==> config.mk <==
export PLATFORM = sky130hd
export DESIGN_NAME = nmi_status_ctl
export DESIGN_NICKNAME = d
export VERILOG_FILES = /design/src/rtl/nmi_pkg.sv /design/src/rtl/nmi_sync.sv /design/src/rtl/nmi_src_ctl.sv /design/src/rtl/nmi_gen.sv /design/src/rtl/nmi_status_ctl.sv
export SDC_FILE = /design/constraint.sdc
export NUM_CORES = 1
export LEC_CHECK = 0
export ABC_AREA = 1
export BUFFER_PORTS_ARGS = -buffer_cell sky130_fd_sc_hd__buf_2
export CORE_MARGIN = 3
export CORE_UTILIZATION = 42
export CTS_CLUSTER_DIAMETER = 50
export DETAILED_ROUTE_END_ITERATION = 7
export PLACE_DENSITY = 0.76
export SLEW_MARGIN = 10
export SYNTH_ARGS = -nofsm -noshare
export SYNTH_HDL_FRONTEND = slang
export SYNTH_SLANG_ARGS = --single-unit
==> constraint.sdc <==
create_clock -name clk -period 0.9 [get_ports clk]
set_input_delay 0.09 -clock clk [delete_from_list [all_inputs] [get_ports clk]]
set_output_delay 0.09 -clock clk [all_outputs]
set_load 0.03 [all_outputs]
==> src/rtl/nmi_pkg.sv <==
package nmi_pkg;
  localparam int DW        = 8;
  localparam int ST_ERR    = 7;
  localparam int ST_TMR    = 5;
  localparam int ST_TOG    = 4;
  localparam int CT_ERRDIS = 2;
  localparam int CT_SPK    = 1;
  localparam int CT_GATE   = 0;
  localparam int MASK_BIT  = 7;

  typedef struct packed {
    logic errdis;
    logic spk_en;
    logic gate_en;
  } ctl_t;
endpackage

==> src/rtl/nmi_sync.sv <==
module nmi_sync #(
  parameter int   STAGES  = 2,
  parameter logic RST_VAL = 1'b0
) (
  input  logic clk,
  input  logic rst,
  input  logic d,
  output logic q
);
  logic [STAGES-1:0] chain;

  generate
    if (STAGES == 1) begin : g_one
      always_ff @(posedge clk) begin
        if (rst) chain <= RST_VAL;
        else     chain <= d;
      end
    end else begin : g_many
      always_ff @(posedge clk) begin
        if (rst) chain <= {STAGES{RST_VAL}};
        else     chain <= {chain[STAGES-2:0], d};
      end
    end
  endgenerate

  assign q = chain[STAGES-1];
endmodule

==> src/rtl/nmi_src_ctl.sv <==
module nmi_src_ctl
  import nmi_pkg::*;
(
  input  logic          clk,
  input  logic          rst,
  input  logic          ctl_wr,
  input  logic [2:0]    ctl_wdata,
  input  logic          err_n_s,
  input  logic          ref_s,
  input  logic          tmr_s,
  output logic [DW-1:0] status,
  output logic          err_stat,
  output logic          spkr,
  output logic          gate
);
  ctl_t ctl;
  logic err_prev, ref_prev, tog;
  logic err_fall, ref_rise;

  assign err_fall = err_prev & ~err_n_s;
  assign ref_rise = ref_s & ~ref_prev;

  always_ff @(posedge clk) begin
    if (rst) begin
      ctl      <= '0;
      err_prev <= 1'b1;
      ref_prev <= 1'b0;
      tog      <= 1'b0;
      err_stat <= 1'b0;
      spkr     <= 1'b0;
    end else begin
      err_prev <= err_n_s;
      ref_prev <= ref_s;
      if (ctl_wr) ctl <= ctl_t'(ctl_wdata);
      if (ref_rise) tog <= ~tog;
      if (ctl_wr && ctl_wdata[CT_ERRDIS]) err_stat <= 1'b0;
      else if (err_fall && !ctl.errdis)   err_stat <= 1'b1;
      spkr <= tmr_s & ctl.spk_en;
    end
  end

  assign gate = ctl.gate_en;

  always_comb begin
    status            = '0;
    status[ST_ERR]    = err_stat;
    status[ST_TMR]    = tmr_s;
    status[ST_TOG]    = tog;
    status[CT_ERRDIS] = ctl.errdis;
    status[CT_SPK]    = ctl.spk_en;
    status[CT_GATE]   = ctl.gate_en;
  end

  a_r4_err_set: assert property (@(posedge clk) disable iff (rst)
    (err_fall && !ctl.errdis && !(ctl_wr && ctl_wdata[CT_ERRDIS])) |=> err_stat);
  a_r5_err_clear: assert property (@(posedge clk) disable iff (rst)
    (ctl_wr && ctl_wdata[CT_ERRDIS]) |=> !err_stat);
  a_r5_disabled_hold: assert property (@(posedge clk) disable iff (rst)
    (ctl.errdis && !err_stat) |=> !err_stat);
  a_r6_toggle: assert property (@(posedge clk) disable iff (rst)
    ref_rise |=> (tog != $past(tog)));
  a_r7_spkr_off: assert property (@(posedge clk) disable iff (rst)
    !ctl.spk_en |=> !spkr);
endmodule

==> src/rtl/nmi_gen.sv <==
module nmi_gen (
  input  logic clk,
  input  logic rst,
  input  logic mask_wr,
  input  logic mask_val,
  input  logic err_stat,
  output logic nmi
);
  logic mask;

  always_ff @(posedge clk) begin
    if (rst) begin
      mask <= 1'b1;
      nmi  <= 1'b0;
    end else begin
      if (mask_wr) mask <= mask_val;
      nmi <= err_stat & ~mask;
    end
  end

  a_r9_masked_low: assert property (@(posedge clk) disable iff (rst)
    mask |=> !nmi);
  a_r9_pending_high: assert property (@(posedge clk) disable iff (rst)
    (err_stat && !mask) |=> nmi);
  a_r11_mask_hold: assert property (@(posedge clk) disable iff (rst)
    !mask_wr |=> (mask == $past(mask)));
endmodule

==> src/rtl/nmi_status_ctl.sv <==
module nmi_status_ctl
  import nmi_pkg::*;
#(
  parameter int          ADDR_W      = 16,
  parameter logic [15:0] CTRL_PORT   = 16'h0061,
  parameter logic [15:0] MASK_PORT   = 16'h0070,
  parameter int          SYNC_STAGES = 2
) (
  input  logic              clk,
  input  logic              rst,
  input  logic [ADDR_W-1:0] io_addr,
  input  logic              io_rd,
  input  logic              io_wr,
  input  logic [DW-1:0]     io_wdata,
  output logic [DW-1:0]     io_rdata,
  input  logic              serr_n,
  input  logic              refresh_done,
  input  logic              tmr_out,
  output logic              nmi,
  output logic              spkr_data,
  output logic              tmr_gate
);
  localparam logic [ADDR_W-1:0] CTRL_A = CTRL_PORT[ADDR_W-1:0];
  localparam logic [ADDR_W-1:0] MASK_A = MASK_PORT[ADDR_W-1:0];

  logic err_n_s, ref_s, tmr_s, err_stat;
  logic hit_ctrl, hit_mask;
  logic [DW-1:0] status;
  logic unused_wbits;

  assign hit_ctrl     = (io_addr == CTRL_A);
  assign hit_mask     = (io_addr == MASK_A);
  assign unused_wbits = ^io_wdata[6:3];

  nmi_sync #(.STAGES(SYNC_STAGES), .RST_VAL(1'b1)) u_sync_err (
    .clk(clk), .rst(rst), .d(serr_n), .q(err_n_s));
  nmi_sync #(.STAGES(SYNC_STAGES), .RST_VAL(1'b0)) u_sync_ref (
    .clk(clk), .rst(rst), .d(refresh_done), .q(ref_s));
  nmi_sync #(.STAGES(SYNC_STAGES), .RST_VAL(1'b0)) u_sync_tmr (
    .clk(clk), .rst(rst), .d(tmr_out), .q(tmr_s));

  nmi_src_ctl u_src (
    .clk(clk), .rst(rst),
    .ctl_wr(io_wr && hit_ctrl), .ctl_wdata(io_wdata[2:0]),
    .err_n_s(err_n_s), .ref_s(ref_s), .tmr_s(tmr_s),
    .status(status), .err_stat(err_stat),
    .spkr(spkr_data), .gate(tmr_gate));

  nmi_gen u_gen (
    .clk(clk), .rst(rst),
    .mask_wr(io_wr && hit_mask), .mask_val(io_wdata[MASK_BIT]),
    .err_stat(err_stat), .nmi(nmi));

  always_ff @(posedge clk) begin
    if (rst)                   io_rdata <= '0;
    else if (io_rd && hit_ctrl) io_rdata <= status;
    else                       io_rdata <= '0;
  end

  a_r2_reserved_zero: assert property (@(posedge clk) disable iff (rst)
    (io_rdata[6] == 1'b0) && (io_rdata[3] == 1'b0));
  a_r2_other_addr: assert property (@(posedge clk) disable iff (rst)
    !(io_rd && hit_ctrl) |=> (io_rdata == '0));
  a_r8_gate_write: assert property (@(posedge clk) disable iff (rst)
    (io_wr && hit_ctrl) |=> (tmr_gate == $past(io_wdata[0])));
endmodule

Yosys cells after proc, flatten, opt, wreduce, memory -nomap -nowiden
Cells that the tools add are included.
Word-level totals
  output and inout bits: 11
  register bits: 24
Operators by class
  reductions and logical operators: 8
  bitwise gates (word level): 9
  eq/ne operators: 2
Operators with widths (count)
  $eq A16 B7 Y1 const B: 2
  $logic_and A1 B1 Y1: 5
  $not A1 Y1: 5
  $and A1 B1 Y1: 4
  $reduce_or A2 Y1: 2
  $logic_not A1 Y1: 1

Longest topological paths before layout
  depth in word-level cells: 4
  mapped depth: 7
  mapped depth without buffers: 7

Modules after synthesis
A second synthesis with hierarchy kept.
Unflattened totals
  cells, all modules: 121
  area, all modules: 918.4 um^2
By module, submodules not included
  nmi_status_ctl: seq. area each 160.2 um^2, area each 354.1 um^2, times used 1, cells an instance 51
  nmi_src_ctl: seq. area each 160.2 um^2, area each 322.8 um^2, times used 1, cells an instance 42
  nmi_sync at u_sync_ref ...: seq. area each 40.0 um^2, area each 55.1 um^2, times used 2, cells an instance 6
  nmi_gen: seq. area each 40.0 um^2, area each 72.6 um^2, times used 1, cells an instance 9
  nmi_sync at u_sync_err: seq. area each 40.0 um^2, area each 58.8 um^2, times used 1, cells an instance 7

Worst setup path before layout
Ideal clock, no wire load.
  kind: register -> register
  from: register u_sync_err.chain[1]
  to: register u_src.err_stat
  period minus slack after synthesis: 0.802 ns
  setup slack: 0.098 ns
  required time: 0.841 ns
  cell stages (with the launch flop): 4
  arrival time: 0.743 ns
  library setup time: 0.059 ns
  buffers on the path: 0
  path through: dfxtp_1 or2_2 o22ai_1 and2_1
Between the ends
  cells in the longest elaborated chain, start to end: 3
Ends and longest elaborated chain
  from (decl): RTL line nmi_sync.sv:10  | logic [STAGES-1:0] chain;
  from (signal assigned): RTL line nmi_sync.sv:20  | if (rst) chain <= {STAGES{RST_VAL}};
  from (signal assigned): RTL line nmi_sync.sv:21  | else chain <= {chain[STAGES-2:0], d};
  $not A1 Y1: RTL line nmi_src_ctl.sv:20  | assign err_fall = err_prev & ~err_n_s;
  $and A1 B1 Y1: RTL line nmi_src_ctl.sv:20
  $logic_and A1 B1 Y1: RTL line nmi_src_ctl.sv:37  | else if (err_fall && !ctl.errdis) err_stat <= 1'b1;
  to (signal assigned): RTL line nmi_src_ctl.sv:29  | err_stat <= 1'b0;
  to (signal assigned): RTL line nmi_src_ctl.sv:36  | if (ctl_wr && ctl_wdata[CT_ERRDIS]) err_stat <= 1'b0;
  to (signal assigned): RTL line nmi_src_ctl.sv:37
  to (decl): RTL line nmi_src_ctl.sv:12  | output logic err_stat,
Every way passes these cells.
A chain may end at the register's enable or synchronous reset.

Worst setup path after layout
  from: register u_src.ctl, in the netlist u_src.gate
  to: output port tmr_gate
RTL lines
  from (decl): RTL line nmi_src_ctl.sv:16  | ctl_t ctl;
  from (signal assigned): RTL line nmi_src_ctl.sv:34  | if (ctl_wr) ctl <= ctl_t'(ctl_wdata);
  to (decl): RTL line nmi_status_ctl.sv:21  | output logic tmr_gate
No word-level cell between the ends.

==> impl_metrics.env <==
export IMPL_routedWlPerCell_um=9.75
export IMPL_grt_max_degree=14
export IMPL_drt_total_wl_mm=1.63
export IMPL_dieArea_um2=2430
export IMPL_antenna_found_initial=0
export IMPL_viasPerCell=4.35
export IMPL_drt_iter0_markers=2
export IMPL_area_growth_pct=47.5
export IMPL_drive_gt1_frac=0.415
export IMPL_startpoint="u_src.gate"
export IMPL_worst_path_buf_inv=1
export IMPL_async_flop_share=0
export IMPL_h_tree_depth=1
export IMPL_ys_seq_elements=22
export IMPL_synth_most_common_cell="dfxtp_1"
export IMPL_die_height_um=49.3
export IMPL_final_design_area_no_fill_um2=1160
export IMPL_yosys_top_cells_area="dfxtp_1, nor2_1, inv_1, nand2_1, nand4_1"
export IMPL_post_cts_setup_buffer_count=0
export IMPL_p_sw_uw=361
export IMPL_place_gp_congestion=0.705
export IMPL_p_clk_frac=0.388
export IMPL_worstPathRequired_ps=810
export IMPL_pwr_share_seq=0.530
export IMPL_r2r_cells=3
export IMPL_hpwl_mm=1.24
export IMPL_yosysTopAreaCellShare=0.560
export IMPL_cts_root_buf="clkbuf_4"
export IMPL_cts_tree="done"
export IMPL_cp_start_kind="flop"
export IMPL_p_leak_nw=0.534
export IMPL_min_from="io_wdata[7]"
export IMPL_grt_pass1_vias=742
export IMPL_yosysUniqueCellTypes=17
export IMPL_cts_buffer_depth=2
export IMPL_r2r_start="u_sync_err.chain[1]"
export IMPL_fin_crit_ps=885
export IMPL_peakVddDrop_mv=1.45
export IMPL_critPathKind="reg2out"
export IMPL_finalNonFillerCells=167
export IMPL_syn_area_um2=787
export IMPL_drtAntennaViolNets=0
export IMPL_worstPathArrival_ps=790
export IMPL_switching_share=0.192
export IMPL_synth_area_leader_cell="dfxtp_1"
export IMPL_avgSynthCellArea_um2=7.95
export IMPL_pin_count=42
export IMPL_slowest_stage="dfxtp_2"
export IMPL_numPortBuffers=35
export IMPL_placed_area_um2=1000
export IMPL_finalPower_mw=1.88
export IMPL_synthCells=99
export IMPL_cts_buffers=3
export IMPL_p_int_mw=1.52
export IMPL_vias=726
export IMPL_clk_latency_ps=310
export IMPL_die_x_um=49.3
export IMPL_comb_power_share=0.082
export IMPL_crit_cells=1
export IMPL_maxSlewViolCount=0
export IMPL_synth_common_cells="dfxtp_1, nor2_1, inv_1"
export IMPL_antenna_cells=0
export IMPL_synthFlopType="dfxtp_1"
export IMPL_worst_setup_path_end_kind="output pin"
export IMPL_max_cap_violations=0
export IMPL_timing_fmax_ghz=1.13
export IMPL_path_cells="buf_6"
export IMPL_start_util=0.451
export IMPL_status="completed"
export IMPL_ys_seq_area_frac=0.560
export IMPL_r2r_setup_slack_ps=70
export IMPL_dp_cells=160
export IMPL_crit_fanout=3
export IMPL_core_rowCount=15
export IMPL_hold_viol=0
export IMPL_grt_first_pass_wirelength_mm=2.81
export IMPL_whs_ps=33.6
export IMPL_hp_class="in2reg"
export IMPL_nets=174
export IMPL_worst_clock_skew_ps=5.93
export IMPL_path_clk_slew_ps=110
export IMPL_cts_sinks=22
export IMPL_max_stage_delay_ps=360
export IMPL_firstDrtPassIters=3
export IMPL_rsz0062_at_grt="true"
export IMPL_drcViolationCount=0
export IMPL_fin_crit_sh=0.983
export IMPL_core_um2=1750
export IMPL_powerDensity_nw_per_um2=1620
export IMPL_overflow=0
export IMPL_critPathTopFamily="flip-flops"
export IMPL_synth_edf_count=0
export IMPL_setup_viol=0
export IMPL_whs_path_depth=3
export IMPL_grt_usage=0.147
export IMPL_ys_warn_count=0
export IMPL_tns_ps=0
==> per-layer routing <==
layer | global-route usage | part of all wire
met1 | 0.150 | 0.37
met2 | 0.272 | 0.58
met3 | 0.0428 | 0.040
met4 | 0.0616 | 0.010
met5 | 0 | 0
==> per-stage QoR <==
stage / utilization / setup WS, ps
floorplan: - / 98.2
CTS: 0.637 / 2.82
global placement: 0.573 / -36.4
detailed placement: 0.573 / -78.7
finish: 0.665 / 15.2
global route: 0.665 / -24.9
==> power groups by stage <==
stage	sequential (mW)	clock, mW	combinational, mW
6_report	0.999	0.730	0.155
5_1_grt	1.00	0.809	0.176
4_1_cts	0.999	0.751	0.150
3_5_place_dp	1.02	0	0.139
3_3_place_gp	1.02	0	0.132
2_1_floorplan	1.02	0	0.0676
==> area by class of cell <==
| class | instances | area (µm²) |
|---|---|---|
| Clock buffer | 3 | 22.5 |
| Clock inverter | 1 | 30.0 |
| Fill cell | 166 | 584 |
| Timing Repair Buffer | 41 | 284 |
| Tap cell | 25 | 31.3 |
| Inverter | 16 | 60.1 |
| Multi-Input combinational cell | 59 | 280 |
| Sequential cell | 22 | 453 |
==> flip-flops by register name, indices dropped and copies added (netlist names) <==
register	cells
u_src.gate	1
u_sync_err.chain	2
u_src.tog	1
io_rdata	6
u_sync_tmr.chain	2
u_src.status	2
u_gen.mask	1
u_gen.nmi	1
u_src.err_prev	1
u_src.spkr	1
u_src.err_stat	1
u_sync_ref.chain	2
u_src.ref_prev	1
==> cells by family after synthesis <==
family,share of synthesized area
and+or+nand+nor,0.296
AOI/OAI and AO/OA,0.0397
other,0.00476
DFF,0.560
buffers and inverters,0.100
==> cells in the final DEF, fill, tap and decap left out <==
master / Yosys / routed
dlygate4sd3_1: 0 / 3
and2_1: 1 / 1
nor2_4: 1 / 1
buf_2: 0 / 26
o22ai_2: 0 / 1
nand2_1: 13 / 13
dfxtp_2: 0 / 10
clkbuf_4: 0 / 3
buf_6: 0 / 9
inv_1: 16 / 16
nand4_1: 4 / 4
or2_2: 3 / 2
or2_4: 0 / 1
o21ai_0: 1 / 1
nand3_1: 3 / 3
buf_4: 2 / 3
nor2_2: 2 / 2
dfxtp_1: 22 / 12
conb_1: 1 / 2
bufinv_16: 0 / 1
nor2_1: 20 / 20
a21oi_1: 4 / 4
nor3_1: 4 / 4
==> final timing paths <==
check | endpoint
max reg2reg | u_src.err_stat
max | tmr_gate
min | u_gen.mask
min reg2reg | u_sync_ref.chain[1]
==> what timing repair did <==
action / CTS / global route
hold buffers: 3 / 0
setup endpoints to repair: 9 / 10
hold endpoints to repair: 3 / 0
gates resized for setup: 11 / 19
No activity file was read; power rests on OpenSTA's default activity.
